===== src/rtl/gpio_mux_pkg.sv =====
package gpio_mux_pkg;
  typedef enum logic [1:0] {
    REG_DATA = 2'd0,
    REG_DIR  = 2'd1,
    REG_PSEL = 2'd2,
    REG_XSEL = 2'd3
  } reg_idx_e;

  typedef enum logic [1:0] {
    OWN_PORT = 2'd0,
    OWN_PRI  = 2'd1,
    OWN_EXT  = 2'd2
  } pin_owner_e;
endpackage


===== src/rtl/gpio_regfile.sv =====
module gpio_regfile
  import gpio_mux_pkg::*;
#(
  parameter int NUM_PINS = 16,
  parameter logic [NUM_PINS-1:0] XSEL_RST = '0
) (
  input  logic                clk,
  input  logic                cold_rst_n,
  input  logic                wr_en,
  input  reg_idx_e            idx,
  input  logic [NUM_PINS-1:0] wdata,
  input  logic [NUM_PINS-1:0] pad_in,
  output logic [NUM_PINS-1:0] data_q,
  output logic [NUM_PINS-1:0] dir_q,
  output logic [NUM_PINS-1:0] psel_q,
  output logic [NUM_PINS-1:0] xsel_q,
  output logic [NUM_PINS-1:0] rd_word
);
  // Only the cold reset touches the pin state.
  always_ff @(posedge clk or negedge cold_rst_n) begin
    if (!cold_rst_n) begin
      data_q <= '0;
      dir_q  <= '0;
      psel_q <= '0;
      xsel_q <= XSEL_RST;
    end else if (wr_en) begin
      unique case (idx)
        REG_DATA: data_q <= wdata;
        REG_DIR:  dir_q  <= wdata;
        REG_PSEL: psel_q <= wdata;
        REG_XSEL: xsel_q <= wdata;
        default:  ;
      endcase
    end
  end

  // Data read: stored bit for outputs, live pad for inputs.
  always_comb begin
    unique case (idx)
      REG_DATA: rd_word = (data_q & dir_q) | (pad_in & ~dir_q);
      REG_DIR:  rd_word = dir_q;
      REG_PSEL: rd_word = psel_q;
      REG_XSEL: rd_word = xsel_q;
      default:  rd_word = '0;
    endcase
  end
endmodule


===== src/rtl/gpio_pin_cell.sv =====
module gpio_pin_cell
  import gpio_mux_pkg::*;
#(
  parameter bit IS_SHARED = 1'b0
) (
  input  logic clk,
  input  logic rst_n,
  input  logic data_i,
  input  logic dir_i,
  input  logic psel_i,
  input  logic xsel_i,
  input  logic pri_out_i,
  input  logic pri_oe_i,
  input  logic ext_out_i,
  input  logic ext_oe_i,
  input  logic pad_in_i,
  output logic pad_out_o,
  output logic pad_oe_o,
  output logic tap_o
);
  pin_owner_e owner;

  always_comb begin
    if (xsel_i)      owner = OWN_EXT;
    else if (psel_i) owner = OWN_PRI;
    else             owner = OWN_PORT;
  end

  generate
    if (IS_SHARED) begin : g_shared
      // Direction picks the peripheral role on this pin.
      always_comb begin
        pad_out_o = data_i;
        pad_oe_o  = dir_i;
        tap_o     = 1'b0;
        unique case (owner)
          OWN_EXT: begin
            pad_out_o = ext_out_i;
            pad_oe_o  = ext_oe_i;
          end
          OWN_PRI: begin
            pad_out_o = pri_out_i;
            pad_oe_o  = dir_i;
            tap_o     = dir_i ? 1'b0 : pad_in_i;
          end
          default: ;
        endcase
      end

      AST_SHARED_IN_ROLE: assert property (@(posedge clk) disable iff (!rst_n)
        (psel_i && !xsel_i && !dir_i) |-> (!pad_oe_o && tap_o == pad_in_i));
      AST_SHARED_OUT_ROLE: assert property (@(posedge clk) disable iff (!rst_n)
        (psel_i && !xsel_i && dir_i) |-> (pad_oe_o && !tap_o));
    end else begin : g_plain
      always_comb begin
        pad_out_o = data_i;
        pad_oe_o  = dir_i;
        tap_o     = 1'b0;
        unique case (owner)
          OWN_EXT: begin
            pad_out_o = ext_out_i;
            pad_oe_o  = ext_oe_i;
          end
          OWN_PRI: begin
            pad_out_o = pri_out_i;
            pad_oe_o  = pri_oe_i;
            tap_o     = pad_in_i;
          end
          default: ;
        endcase
      end
    end
  endgenerate

  AST_EXT_WINS: assert property (@(posedge clk) disable iff (!rst_n)
    xsel_i |-> (pad_oe_o == ext_oe_i && !tap_o));
  AST_INPUT_NO_DRIVE: assert property (@(posedge clk) disable iff (!rst_n)
    (!xsel_i && !psel_i && !dir_i) |-> !pad_oe_o);
endmodule


===== src/rtl/gpio_rsp_slot.sv =====
module gpio_rsp_slot #(
  parameter int WIDTH = 16
) (
  input  logic             clk,
  input  logic             rst_n,
  input  logic             load,
  input  logic [WIDTH-1:0] load_data,
  input  logic             rsp_ready,
  output logic             rsp_valid,
  output logic [WIDTH-1:0] rsp_rdata
);
  always_ff @(posedge clk or negedge rst_n) begin
    if (!rst_n) begin
      rsp_valid <= 1'b0;
      rsp_rdata <= '0;
    end else if (load) begin
      rsp_valid <= 1'b1;
      rsp_rdata <= load_data;
    end else if (rsp_ready) begin
      rsp_valid <= 1'b0;
    end
  end

  AST_RSP_HOLD: assert property (@(posedge clk) disable iff (!rst_n)
    (rsp_valid && !rsp_ready) |=> (rsp_valid && $stable(rsp_rdata)));
endmodule


===== src/rtl/gpio_mux_port.sv =====
module gpio_mux_port
  import gpio_mux_pkg::*;
#(
  parameter int NUM_PINS = 16,
  parameter int ADDR_W   = 4,
  parameter logic [NUM_PINS-1:0] XSEL_RST    = 16'h001F,
  parameter logic [NUM_PINS-1:0] SHARED_MASK = 16'h3000
) (
  input  logic                clk,
  input  logic                cold_rst_n,
  input  logic                warm_rst_n,
  input  logic                cmd_valid,
  output logic                cmd_ready,
  input  logic                cmd_write,
  input  logic [ADDR_W-1:0]   cmd_addr,
  input  logic [NUM_PINS-1:0] cmd_wdata,
  output logic                rsp_valid,
  input  logic                rsp_ready,
  output logic [NUM_PINS-1:0] rsp_rdata,
  input  logic [NUM_PINS-1:0] pri_out,
  input  logic [NUM_PINS-1:0] pri_oe,
  input  logic [NUM_PINS-1:0] ext_out,
  input  logic [NUM_PINS-1:0] ext_oe,
  output logic [NUM_PINS-1:0] pri_in_tap,
  input  logic [NUM_PINS-1:0] pad_in,
  output logic [NUM_PINS-1:0] pad_out,
  output logic [NUM_PINS-1:0] pad_oe
);
  localparam int IDX_W = ADDR_W - 2;

  logic                rst_any_n;
  logic                accept;
  logic                aligned;
  reg_idx_e            idx;
  logic [NUM_PINS-1:0] data_q, dir_q, psel_q, xsel_q, rd_word, rsp_word;

  assign rst_any_n = cold_rst_n & warm_rst_n;
  assign cmd_ready = rst_any_n & (~rsp_valid | rsp_ready);
  assign accept    = cmd_valid & cmd_ready;
  assign aligned   = (cmd_addr[1:0] == 2'b00);
  assign idx       = reg_idx_e'(cmd_addr[IDX_W+1:2]);
  assign rsp_word  = aligned ? rd_word : '0;

  gpio_regfile #(
    .NUM_PINS (NUM_PINS),
    .XSEL_RST (XSEL_RST)
  ) i_regs (
    .clk        (clk),
    .cold_rst_n (cold_rst_n),
    .wr_en      (accept & cmd_write & aligned),
    .idx        (idx),
    .wdata      (cmd_wdata),
    .pad_in     (pad_in),
    .data_q     (data_q),
    .dir_q      (dir_q),
    .psel_q     (psel_q),
    .xsel_q     (xsel_q),
    .rd_word    (rd_word)
  );

  gpio_rsp_slot #(.WIDTH(NUM_PINS)) i_rsp (
    .clk       (clk),
    .rst_n     (rst_any_n),
    .load      (accept & ~cmd_write),
    .load_data (rsp_word),
    .rsp_ready (rsp_ready),
    .rsp_valid (rsp_valid),
    .rsp_rdata (rsp_rdata)
  );

  for (genvar p = 0; p < NUM_PINS; p++) begin : g_pin
    gpio_pin_cell #(.IS_SHARED(SHARED_MASK[p])) i_cell (
      .clk       (clk),
      .rst_n     (rst_any_n),
      .data_i    (data_q[p]),
      .dir_i     (dir_q[p]),
      .psel_i    (psel_q[p]),
      .xsel_i    (xsel_q[p]),
      .pri_out_i (pri_out[p]),
      .pri_oe_i  (pri_oe[p]),
      .ext_out_i (ext_out[p]),
      .ext_oe_i  (ext_oe[p]),
      .pad_in_i  (pad_in[p]),
      .pad_out_o (pad_out[p]),
      .pad_oe_o  (pad_oe[p]),
      .tap_o     (pri_in_tap[p])
    );
  end

  AST_READ_RESPONDS: assert property (@(posedge clk) disable iff (!rst_any_n)
    (cmd_valid && cmd_ready && !cmd_write) |=> rsp_valid);
  AST_STALL_ON_FULL: assert property (@(posedge clk) disable iff (!rst_any_n)
    (rsp_valid && !rsp_ready) |-> !cmd_ready);
  AST_WARM_KEEP: assert property (@(posedge clk) disable iff (!cold_rst_n)
    !warm_rst_n |=> ($stable(data_q) && $stable(dir_q) && $stable(psel_q) && $stable(xsel_q)));
  AST_WARM_NO_RSP: assert property (@(posedge clk) disable iff (!cold_rst_n)
    !warm_rst_n |-> (!rsp_valid && !cmd_ready));
endmodule


===== config.mk =====
export PLATFORM = sky130hd
export DESIGN_NAME = gpio_mux_port
export DESIGN_NICKNAME = d
export VERILOG_FILES = /design/src/rtl/gpio_mux_pkg.sv /design/src/rtl/gpio_regfile.sv /design/src/rtl/gpio_pin_cell.sv /design/src/rtl/gpio_rsp_slot.sv /design/src/rtl/gpio_mux_port.sv
export SDC_FILE = /design/constraint.sdc
export NUM_CORES = 1
export LEC_CHECK = 0
export BUFFER_PORTS_ARGS = -buffer_cell sky130_fd_sc_hd__buf_4
export CORE_ASPECT_RATIO = 0.75
export CORE_MARGIN = 2
export CORE_UTILIZATION = 46
export DETAILED_ROUTE_END_ITERATION = 16
export PLACE_DENSITY = 0.75
export REMOVE_ABC_BUFFERS = 1
export SETUP_SLACK_MARGIN = 0.02
export SYNTH_ARGS = -nofsm -noshare
export SYNTH_HDL_FRONTEND = slang
export SYNTH_SLANG_ARGS = --single-unit

===== constraint.sdc =====
create_clock -name clk -period 2.8 [get_ports clk]
set_input_delay 0.14 -clock clk [delete_from_list [all_inputs] [get_ports clk]]
set_output_delay 0.14 -clock clk [all_outputs]
set_load 0.05 [all_outputs]

-- Word-level counts from Yosys, hierarchy flattened
Cells that the tools add are included.
- flip-flop bits (word level): 81
- output and inout bits: 66
- input bits: 106
- bitwise gates (word level): 13
- mux-type cells: 86
- equal/unequal tests: 35
- reduce and logical (&&, ||, !) cells: 7
- operators by type and width (kind ; count):
    one-hot mux 16 bit (4 select lines) ; 1
    one-hot mux 1 bit (2 select lines) ; 30
    2-to-1 mux 1 bit ; 38
    == test 2 bit, second input constant ; 18
    == test 2 x 1 -> 1 bit, second input constant ; 17
    AND 16 bit ; 2
    2-to-1 mux 2 bit ; 16
    2-to-1 mux 16 bit ; 1
    NOT 16 bit ; 1
    bitwise OR 16 bit ; 1
    AND reduction 2 bit ; 4
    AND 1 bit ; 6
    zero test 2 bit ; 2
    NOT 1 bit ; 2
    nonzero test 2 bit ; 1
    bitwise OR 1 bit ; 1

-- Longest topological paths before layout
Gate-level depths: netlist (run 1).
- depth after elaboration: 7
- mapped depth: 6

-- Cells and area by module
A second synthesis (run 1) with hierarchy kept.
- cell total of the unflattened synthesis: 396
- area, all modules: 4665.7 um^2
- modules (own cells, without submodules) (module ; area an instance (um^2) ; cells each ; instances ; sequential area each (um^2)):
    gpio_regfile ; 3052.9 ; 226 ; 1 ; 1607.8
    gpio_rsp_slot ; 683.2 ; 37 ; 1 ; 425.4
    gpio_pin_cell (g_pin[0].i_cell ...) ; 47.5 ; 7 ; 14 ; 0.0
    gpio_mux_port ; 171.4 ; 25 ; 1 ; 0.0
    gpio_pin_cell (g_pin[12].i_cell ...) ; 46.3 ; 5 ; 2 ; 0.0

-- Worst setup path after synthesis (run 1)
OpenSTA, ideal clock, no wires.
- kind: register to register
- start: register i_rsp.rsp_valid
- end: register i_regs.data_q[10]
- data arrival time: 2010 ps
- cell stages (with the launch flop): 7
- path slack: 665 ps
- data required time: 2675 ps
- cell sequence: dfrtp_1 nor2b_1 buf_4 or4b_1 buf_4 buf_6 mux2_4
- longest elaborated chain between the ends: 7
- RTL lines (what ; line ; source):
    from (decl) ; gpio_rsp_slot.sv:9 ; output logic rsp_valid,
    from (signal assigned) ; gpio_rsp_slot.sv:14 ; rsp_valid <= 1'b0;
    from (signal assigned) ; gpio_rsp_slot.sv:17 ; rsp_valid <= 1'b1;
    from (signal assigned) ; gpio_rsp_slot.sv:20 ; rsp_valid <= 1'b0;
    NOT 1 bit ; gpio_mux_port.sv:38 ; assign cmd_ready = rst_any_n & (~rsp_valid | rsp_ready);
    bitwise OR 1 bit ; gpio_mux_port.sv:38 ;
    AND 1 bit ; gpio_mux_port.sv:38 ;
    AND 1 bit ; gpio_mux_port.sv:39 ; assign accept = cmd_valid & cmd_ready;
    AND 1 bit (2 in series) ; gpio_mux_port.sv:50 ; .wr_en (accept & cmd_write & aligned),
    AND reduction 2 bit (no line) ; n/a ;
    to (signal assigned) ; gpio_regfile.sv:28 ; REG_DATA: data_q <= wdata;
    to (decl) ; gpio_regfile.sv:13 ; output logic [NUM_PINS-1:0] data_q,
Every way passes these cells.
A chain may end at the register's enable or synchronous reset.

-- Worst setup path after layout (run 1)
- start: register i_rsp.rsp_valid
- end: register i_regs.xsel_q[9]
- longest elaborated chain between the ends: 7
- RTL lines (what ; line ; source):
    NOT 1 bit ; gpio_mux_port.sv:38 ;
    bitwise OR 1 bit ; gpio_mux_port.sv:38 ;
    AND 1 bit ; gpio_mux_port.sv:38 ;
    AND 1 bit ; gpio_mux_port.sv:39 ;
    AND 1 bit (2 in series) ; gpio_mux_port.sv:50 ;
    AND reduction 2 bit (no line) ; n/a ;
    to (signal assigned) ; gpio_regfile.sv:31 ; REG_XSEL: xsel_q <= wdata;
    to (decl) ; gpio_regfile.sv:16 ; output logic [NUM_PINS-1:0] xsel_q,
Every way passes these cells.

==> results.sh, run 1 <==
export IMPL_critPathMaxStageDelay_ps=750
export IMPL_slew_violations=0
export IMPL_area_delta_synth_final_pct=28.3
export IMPL_synth_top_family_by_area="multiplexers"
export IMPL_path_cells="nor2b_1 -> nor4_4 -> buf_4 -> mux2_2"
export IMPL_drt_pass1_iterations=4
export IMPL_leakagePower_nw=2.99
export IMPL_detail_route_antenna_nets=0
export IMPL_final_layout_size_suffix_gt1_share_pct=47.7
export IMPL_grt_ovfl_total=0
export IMPL_netlist_area_um2=4790
export IMPL_drtIter0Drc=125
export IMPL_placeableCoreArea_um2=10200
export IMPL_die_height_um=92.4
export IMPL_path_class="reg2reg"
export IMPL_ir_drop_mv=0.302
export IMPL_clk_path_buf_depth=2
export IMPL_routed_top_layer="met4"
export IMPL_avgSynthCellArea_um2=11.0
export IMPL_syn_inst=435
export IMPL_max_freq_ghz=0.464
export IMPL_startpoint="i_rsp.rsp_valid"
export IMPL_io_pins=172
export IMPL_met3_length_um=942
export IMPL_timing_final_hold_violations=0
export IMPL_synthAdderAreaFrac_pct=0
export IMPL_rr_startpoint="i_rsp.rsp_valid"
export IMPL_tns_ps=0
export IMPL_grt_max_degree=65
export IMPL_instances_no_fill=700
export IMPL_ys_seq_area_share_pct=42.4
export IMPL_cts_root_buf="clkbuf_16"
export IMPL_nNetsFinal=665
export IMPL_die_area_um2=11300
export IMPL_tritoncts="built"
export IMPL_place_gp_congestion=0.789
export IMPL_setup_viol=0
export IMPL_clock_latency_ps=330
export IMPL_wl_met2_mm=6.10
export IMPL_outcome="finished clean"
export IMPL_grt_setup_unrepaired="false"
export IMPL_cp_start_kind="flop"
export IMPL_avgRoutedWirePerCell_um=18.0
export IMPL_synth_mux_area_fraction_pct=25.9
export IMPL_wirelength_mm=12.6
export IMPL_diodes=0
export IMPL_cts_resized_gates=0
export IMPL_postCtsSetupBuffers=0
export IMPL_yosys_warnings=0
export IMPL_met1_length_mm=5.45
export IMPL_synth_top_area_cell="dfrtp_1"
export IMPL_place_inst=684
export IMPL_clk_pin_slew_ps=60
export IMPL_start_util_pct=46.9
export IMPL_cts_hold_fix_buffers=0
export IMPL_cts_sinks=81
export IMPL_crit_required_ps=3010
export IMPL_synth_compound_area_share_pct=11.1
export IMPL_h_tree_depth=3
export IMPL_track_usage_pct=23.2
export IMPL_worst_clock_skew_ps=6.83
export IMPL_tightest_slew_ps=861
export IMPL_worst_setup_path_end_kind="flop"
export IMPL_setup_ws_ps=646
export IMPL_cts_inserted_buffers=9
export IMPL_hpwl_mm=8.96
export IMPL_synthSimpleGateAreaFrac_pct=9.87
export IMPL_min_period_ps=2150
export IMPL_post_synth_num_cell_types=27
export IMPL_die_w_um=122
export IMPL_portBuffers=169
export IMPL_num_vias=3804
export IMPL_fp_row_count=32
export IMPL_synth_area_top_cells="dfrtp_1, mux2_2, mux2i_1"
export IMPL_crit_fanout=10
export IMPL_grt_pass1_vias=3953
export IMPL_drc=0
export IMPL_maxCapViolCount=0
export IMPL_max_slew_margin_pct=42.4
export IMPL_pre_cts_ws_ps=570
export IMPL_slowest_stage="nor4_4"
export IMPL_ys_ff_latch=81
export IMPL_vias_per_cell=5.43
export IMPL_synthXorXnorAreaFrac_pct=0
export IMPL_grt_pass1_wl_mm=20.2
export IMPL_period_share_pct=76.9
export IMPL_synth_top_cell_area_share_pct=39.7
export IMPL_antenna_found_initial=0
export IMPL_hold_class="in2async"
export IMPL_worstPathArrival_ps=2360
export IMPL_power_density_nw_per_um2=567
==> synthesized netlist by cell type, drive strengths merged <==
master and instances:
dfrtp 76, mux2 66, buf 59, nand2 51, mux2i 46, o21ai 46
inv 18, a32o 16, o311ai 16, nor3b 12, clkbuf 6, dfstp 5
nor2 4, nor4 3, nand2b 2, nor4b 2, or4b 2, nand4b 1
nand4bb 1, nor2b 1, nor3 1, or2b 1
==> flip-flops by register name, summed over array words and instances, names as in the netlist <==
name	flops
i_regs.data_q	16
i_regs.dir_q	16
i_regs.psel_q	16
i_rsp.rsp_valid	1
i_rsp.rsp_rdata	16
i_regs.xsel_q	16
==> metrics by stage <==
stage / instance area, um2 / utilization (%) / power (W) / hold WS, ps
5_1_grt: 6150 / 60.2 / 0.00365 / 54.5
4_1_cts: 6150 / 60.2 / 0.00352 / 57.8
6_report: 6150 / 60.2 / 0.00349 / 53.2
3_5_place_dp: 5860 / 57.4 / 0.00236 / 402
2_1_floorplan: 4350 / - / 0.00196 / -156
3_3_place_gp: 5860 / 57.4 / 0.00234 / 397
==> worst max-delay path: cells and delay by family (launching register included) <==
| kind | cells | cell delay, ps |
|---|---|---|
| DFF | 1 | 380 |
| muxes | 1 | 350 |
| buffers and inverters | 1 | 300 |
| and+or+nand+nor | 2 | 1010 |
==> final cells by class <==
type                            instances  area, um2
Fill cell                             856       4060
Timing Repair Buffer                  178       1340
Multi-Input combinational cell        271       2250
Clock inverter                          5       56.3
Sequential cell                        81       2030
Inverter                               18       67.6
Clock buffer                           11        233
Tap cell                              136        170
==> cells in the final DEF, fill, tap and decap left out, types with 2 or more instances in the layout <==
cell type	count
nor4_4	3
clkinv_2	2
or4b_1	2
nor2_1	4
nor3b_1	12
o21ai_0	46
o311ai_0	16
nand2b_1	2
buf_4	178
dfstp_2	5
a32o_1	16
nand2_1	50
mux2_4	10
nor4b_1	2
inv_1	18
clkbuf_16	9
clkbuf_1	2
mux2_2	56
dfrtp_1	76
mux2i_1	46
==> cells by family after synthesis <==
kind of cell           after synthesis
DFF                                 81
and+or+nand+nor                     81
buffers and inverters               83
muxes                              112
AOI/OAI and AO/OA                   78
==> layer usage <==
metal	global-route usage [%]	vias up
met2	37.9	142
met4	5.75	0
met3	7.27	13
met1	30.1	1868
met5	0	-
li1	-	1781
==> final timing paths <==
path	end	slack [ps]	cells after the start
max in group asynchronous	i_regs.xsel_q[15]	2220	2
worst min-delay path	i_regs.psel_q[9]	50	2
worst max register to register	i_regs.xsel_q[9]	650	4
worst max-delay path	i_regs.xsel_q[9]	650	4
min in group clk	i_regs.data_q[4]	70	2
worst min register to register	i_rsp.rsp_rdata[8]	490	1
==> power by group <==
part	total, W	internal (W)	leakage [nW]	switching, W
clock	0.00115	0.000690	0.139	0.000459
sequential	0.00138	0.00127	1.09	0.000109
combinational	0.000960	0.000380	1.76	0.000580
total	0.00349	0.00234	2.99	0.00115
(Power assumes the default switching activity.)
==> run 2, diff against run 1 <==
Clock period 2.8 ns to 2.1 ns, I/O delays scaled along.
==> run 2 against run 1 <==
Against the previous run:
- via count increased by 0.16%
- global-route usage decreased by 0.30 points
- maximum frequency increased by 16%
- non-clock buffer count increased by 9
- clock power increased by 43%
- critical endpoint is now i_regs.data_q[8]
- largest cell class unchanged
==> results.sh, run 2 (same netlist as run 1, synthesis figures left out) <==
export IMPL_cts_inserted_buffers=9
export IMPL_power_switching_w=0.00152
export IMPL_clkPwrFrac_pct=34.4
export IMPL_wirelength_mm=12.5
export IMPL_hpwl_mm=9.14
export IMPL_drtIter0Drc=167
export IMPL_worst_r2r_setup_slack_ps=250
export IMPL_num_vias=3810
export IMPL_grt_pass1_wl_mm=20.0
export IMPL_diodes=0
export IMPL_hold_class="in2async"
export IMPL_max_slew_margin_pct=47.0
export IMPL_clk_path_buf_depth=2
export IMPL_fin_util_pct=61.1
export IMPL_place_gp_congestion=0.802
export IMPL_critPathMaxStageDelay_ps=580
export IMPL_period_share_pct=88.1
export IMPL_grt_max_degree=65
export IMPL_start_util_pct=46.9
export IMPL_cp_top_family="simple AND/OR/NAND/NOR gates"
export IMPL_power_density_nw_per_um2=762
export IMPL_timing_final_hold_violations=0
export IMPL_clk_pin_slew_ps=60
export IMPL_nNetsFinal=674
export IMPL_clock_latency_ps=330
export IMPL_setup_ws_ps=249
export IMPL_worst_setup_path_end_kind="flop"
export IMPL_layout_commonest_cell="buf_4"
export IMPL_track_usage_pct=22.9
export IMPL_dpl_cell_area_um2=5930
export IMPL_post_route_cell_area_um2=6240
export IMPL_worst_clock_skew_ps=4.87
export IMPL_fillerInstances=849
export IMPL_min_period_ps=1850
export IMPL_vias_per_cell=5.37
export IMPL_slew_violations=0
export IMPL_max_freq_ghz=0.540
export IMPL_final_layout_size_suffix_gt1_share_pct=48.7
export IMPL_intPower_w=0.00324
export IMPL_die_area_um2=11300
export IMPL_grt_pass1_vias=3953
export IMPL_outcome="finished clean"
export IMPL_startpoint="i_rsp.rsp_valid"
export IMPL_slowest_stage="or4b_1"
export IMPL_crit_fanout=8
export IMPL_setup_viol=0
export IMPL_p_sw_share_pct=31.9
export IMPL_cts_sinks=81
export IMPL_avgRoutedWirePerCell_um=17.7
export IMPL_pre_cts_ws_ps=76.9
export IMPL_grt_ovfl_total=0
export IMPL_maxCapViolCount=0
export IMPL_die_height_um=92.4
export IMPL_timing_rr_end="i_regs.data_q[8]"
export IMPL_cts_hold_fix_buffers=0
export IMPL_worstPathArrival_ps=2060
export IMPL_crit_cells=4
export IMPL_io_pins=172
export IMPL_rr_startpoint="i_rsp.rsp_valid"
export IMPL_multi_input_area_um2=2250
export IMPL_tightest_slew_ps=795
export IMPL_crit_required_ps=2310
export IMPL_postCtsSetupBuffers=0
export IMPL_area_delta_synth_final_pct=30.3
export IMPL_seqCellArea_um2=2030
export IMPL_pwr_share_comb_pct=27.0
export IMPL_drc=0
export IMPL_tritoncts="built"
export IMPL_path_cells="nor2b_2 -> or4b_1 -> buf_4 -> mux2_4"
export IMPL_seqPwrFrac_pct=38.6
export IMPL_grt_setup_unrepaired="false"
export IMPL_drt_pass1_iterations=4
export IMPL_cp_start_kind="flop"
export IMPL_endpoint="i_regs.data_q[8]"
export IMPL_r2r_cells=4
export IMPL_antenna_found_initial=0
export IMPL_path_class="reg2reg"
export IMPL_ir_drop_mv=0.365
export IMPL_leakagePower_nw=3.05
export IMPL_h_tree_depth=3
export IMPL_final_cell_mix="buf_4, dfrtp_1, mux2_2"
export IMPL_cts_resized_gates=0
export IMPL_cts_root_buf="clkbuf_16"
export IMPL_critPathBufInv=1
export IMPL_portBuffers=169
export IMPL_fp_row_count=32
export IMPL_detail_route_antenna_nets=0
export IMPL_placeableCoreArea_um2=10200
export IMPL_die_w_um=122
[run 2: cell types whose count changed in the layout (fill, tap and decap cells not counted), sizes merged]
cell    change
buf         +9
clkinv      -1
bufinv      +1
[run 2: how the worst min path moves through the flow]
stage / cells past startpoint / to / slack, ps
floorplan: 0 / i_regs.data_q[0] / -190
global placement: 2 / i_regs.data_q[10] / 360
global route: 2 / i_regs.data_q[10] / 30
detailed placement: 2 / i_regs.data_q[10] / 360
CTS: 2 / i_regs.data_q[10] / 20
finish: 2 / i_regs.xsel_q[15] / 20
[run 2: metal layers]
layer | vias to the layer above | track usage [%] | share of wire (%)
li1 | 1799 | - | -
met1 | 1868 | 29.4 | 43
met2 | 132 | 37.5 | 48
met3 | 11 | 6.90 | 7.8
met4 | 0 | 6.80 | 0.79
met5 | - | 0 | 0
[run 2: area by class of cell]
cell class | instances | area share, %
inverter | 18 | 1.08
timing repair buffer | 187 | 22.5
clock inverter | 5 | 1.30
multi-input combinational | 271 | 36.1
clock buffer | 11 | 3.73
tap | 136 | 2.73
sequential | 81 | 32.6
[run 2: power by group through the flow]
stage / logic [W] / clock network [W] / registers, W
floorplan: 0.000713 / 0 / 0.00191
global route: 0.00136 / 0.00173 / 0.00186
global placement: 0.00126 / 0 / 0.00185
CTS: 0.00129 / 0.00166 / 0.00184
finish: 0.00129 / 0.00164 / 0.00184
detailed placement: 0.00129 / 0 / 0.00186
[run 2: worst reg2reg max path, stage by stage, from the launching register on]
cell and delay [ps]:
dfrtp_1 380, nor2b_2 240, or4b_1 580, buf_4 230, mux2_4 310
[run 2: through the flow]
stage                     instances  TNS [ps]  hold slack, ps  power [W]
final                           709         0            22.2    0.00476
after global routing            709         0            27.8    0.00496
after CTS                       709         0            21.0    0.00479
after detailed placement        693         0             363    0.00315
after global placement          693         0             360    0.00312
after floorplan                 370     -4880            -191    0.00262
==> run 3, diff against run 2 <==
==> constraint.sdc (replaced) <==
create_clock -name clk -period 2.1 [get_ports clk]
set_input_delay 0.525 -clock clk [delete_from_list [all_inputs] [get_ports clk]]
set_output_delay 0.525 -clock clk [all_outputs]
set_load 0.05 [all_outputs]
==> run 3 against run 2 <==
Against the previous run:
- hold slack better by 410 ps
- sequential cell count stayed put
- combinational power hardly changed
- via count is 0.89% higher
- register-to-register slack better by 40 ps
- sequential share of layout area is 0.21 points lower
- clock skew is 2.2 ps higher
- design area is 0.66% higher
- wire length is 3.4% higher
- die area stayed put
- cell count is 1.3% higher
- sequential power hardly changed
==> results.sh, run 3 (same netlist as run 1, synthesis figures left out) <==
export IMPL_path_class="reg2out"
export IMPL_startpoint="i_regs.psel_q[13]"
export IMPL_grt_ovfl_total=0
export IMPL_cts_root_buf="clkbuf_16"
export IMPL_ir_drop_mv=0.374
export IMPL_setup_viol=0
export IMPL_antenna_found_initial=0
export IMPL_nNetsFinal=683
export IMPL_timing_rr_end="i_regs.dir_q[8]"
export IMPL_die_w_um=122
export IMPL_post_route_cell_area_um2=6280
export IMPL_leakagePower_nw=3.07
export IMPL_multi_input_area_um2=2250
export IMPL_total_power_w=0.00466
export IMPL_place_gp_congestion=0.798
export IMPL_clock_latency_ps=330
export IMPL_cts_sinks=81
export IMPL_min_period_ps=1930
export IMPL_drtIter0Drc=148
export IMPL_grt_pass1_wl_mm=20.4
export IMPL_clk_pin_slew_ps=60
export IMPL_cp_start_kind="flop"
export IMPL_intPower_w=0.00313
export IMPL_layout_commonest_cell="buf_4"
export IMPL_cts_hold_fix_buffers=0
export IMPL_portBuffers=169
export IMPL_rr_startpoint="i_rsp.rsp_valid"
export IMPL_num_vias=3844
export IMPL_period_share_pct=92.1
export IMPL_max_freq_ghz=0.517
export IMPL_seqPwrFrac_pct=39.4
export IMPL_seqCellArea_um2=2030
export IMPL_hold_class="in2async"
export IMPL_slew_violations=0
export IMPL_clkPwrFrac_pct=32.9
export IMPL_detail_route_antenna_nets=0
export IMPL_avgRoutedWirePerCell_um=18.1
export IMPL_grt_pass1_vias=4058
export IMPL_pwr_share_comb_pct=27.8
export IMPL_start_util_pct=46.9
export IMPL_dpl_cell_area_um2=5990
export IMPL_postCtsSetupBuffers=0
export IMPL_power_density_nw_per_um2=741
export IMPL_outcome="finished clean"
export IMPL_endpoint="pad_out[13]"
export IMPL_final_layout_size_suffix_gt1_share_pct=49.3
export IMPL_tightest_slew_ps=808
export IMPL_cts_inserted_buffers=9
export IMPL_max_slew_margin_pct=46.1
export IMPL_area_delta_synth_final_pct=31.1
export IMPL_worst_clock_skew_ps=7.05
export IMPL_drc=0
export IMPL_timing_final_hold_violations=0
export IMPL_h_tree_depth=3
export IMPL_p_sw_share_pct=32.9
export IMPL_maxCapViolCount=0
export IMPL_io_pins=172
export IMPL_vias_per_cell=5.35
export IMPL_drt_pass1_iterations=4
export IMPL_diodes=0
export IMPL_worst_r2r_setup_slack_ps=290
export IMPL_tritoncts="built"
export IMPL_worst_setup_path_end_kind="output port"
export IMPL_die_area_um2=11300
export IMPL_cts_resized_gates=0
export IMPL_r2r_cells=5
export IMPL_fin_util_pct=61.5
export IMPL_fp_row_count=32
export IMPL_track_usage_pct=23.4
export IMPL_crit_required_ps=1570
export IMPL_grt_max_degree=65
export IMPL_clk_path_buf_depth=2
export IMPL_fillerInstances=865
export IMPL_hpwl_mm=9.69
export IMPL_placeableCoreArea_um2=10200
export IMPL_wirelength_mm=13.0
export IMPL_crit_fanout=4
export IMPL_grt_setup_unrepaired="false"
export IMPL_final_cell_mix="buf_4, dfrtp_1, mux2_2"
export IMPL_whs_ps=430
export IMPL_power_switching_w=0.00153
export IMPL_worstPathArrival_ps=1410
export IMPL_die_height_um=92.4
==> run 3: per-stage QoR <==
step | setup slack, ps | instances | TNS, ps
6_report | 166 | 718 | 0
5_1_grt | 121 | 718 | 0
4_1_cts | 163 | 718 | 0
3_5_place_dp | 2.03 | 702 | 0
3_3_place_gp | 54.8 | 702 | 0
2_1_floorplan | -641 | 370 | -10300
==> run 3: routing by layer <==
| metal | up-vias | GRT usage (%) | share of wire, % | wire length, um |
|---|---|---|---|---|
| li1 | 1827 | - | - | - |
| met1 | 1864 | 29.1 | 42 | 5480 |
| met2 | 137 | 39.8 | 49 | 6300 |
| met3 | 16 | 7.08 | 7.9 | 1030 |
| met4 | 0 | 6.23 | 1.3 | 172 |
| met5 | - | 0 | 0 | 0 |
==> run 3: worst max-delay path: stages, from the launching register on <==
cell and delay (ps):
dfrtp_1 420, mux2i_1 150, o21ai_0 260, buf_4 260
==> run 3: power groups by stage <==
stage	sequential, W	clock (W)	combinational (W)
2_1_floorplan	0.00191	0	0.000713
3_3_place_gp	0.00185	0	0.00127
3_5_place_dp	0.00186	0	0.00130
4_1_cts	0.00183	0.00156	0.00130
5_1_grt	0.00186	0.00162	0.00137
6_report	0.00183	0.00153	0.00129
==> run 3: worst min-delay path by stage <==
stage,start,endpoint,slack (ps)
2_1_floorplan,cold_rst_n,i_regs.data_q[0],230
3_3_place_gp,i_rsp.rsp_rdata[2],i_rsp.rsp_rdata[2],480
3_5_place_dp,i_rsp.rsp_rdata[6],i_rsp.rsp_rdata[6],490
4_1_cts,cmd_wdata[11],i_regs.data_q[11],440
5_1_grt,cmd_wdata[5],i_regs.data_q[5],450
6_report,cold_rst_n,i_regs.dir_q[8],430
==> run 3: cell type report <==
| type | instances | area share (%) |
|---|---|---|
| multi-input cells | 271 | 35.8 |
| inverters | 18 | 1.08 |
| well taps | 136 | 2.71 |
| repair buffers | 196 | 23.4 |
| clock inverters | 5 | 0.916 |
| flip-flops and latches | 81 | 32.4 |
| clock buffers | 11 | 3.70 |
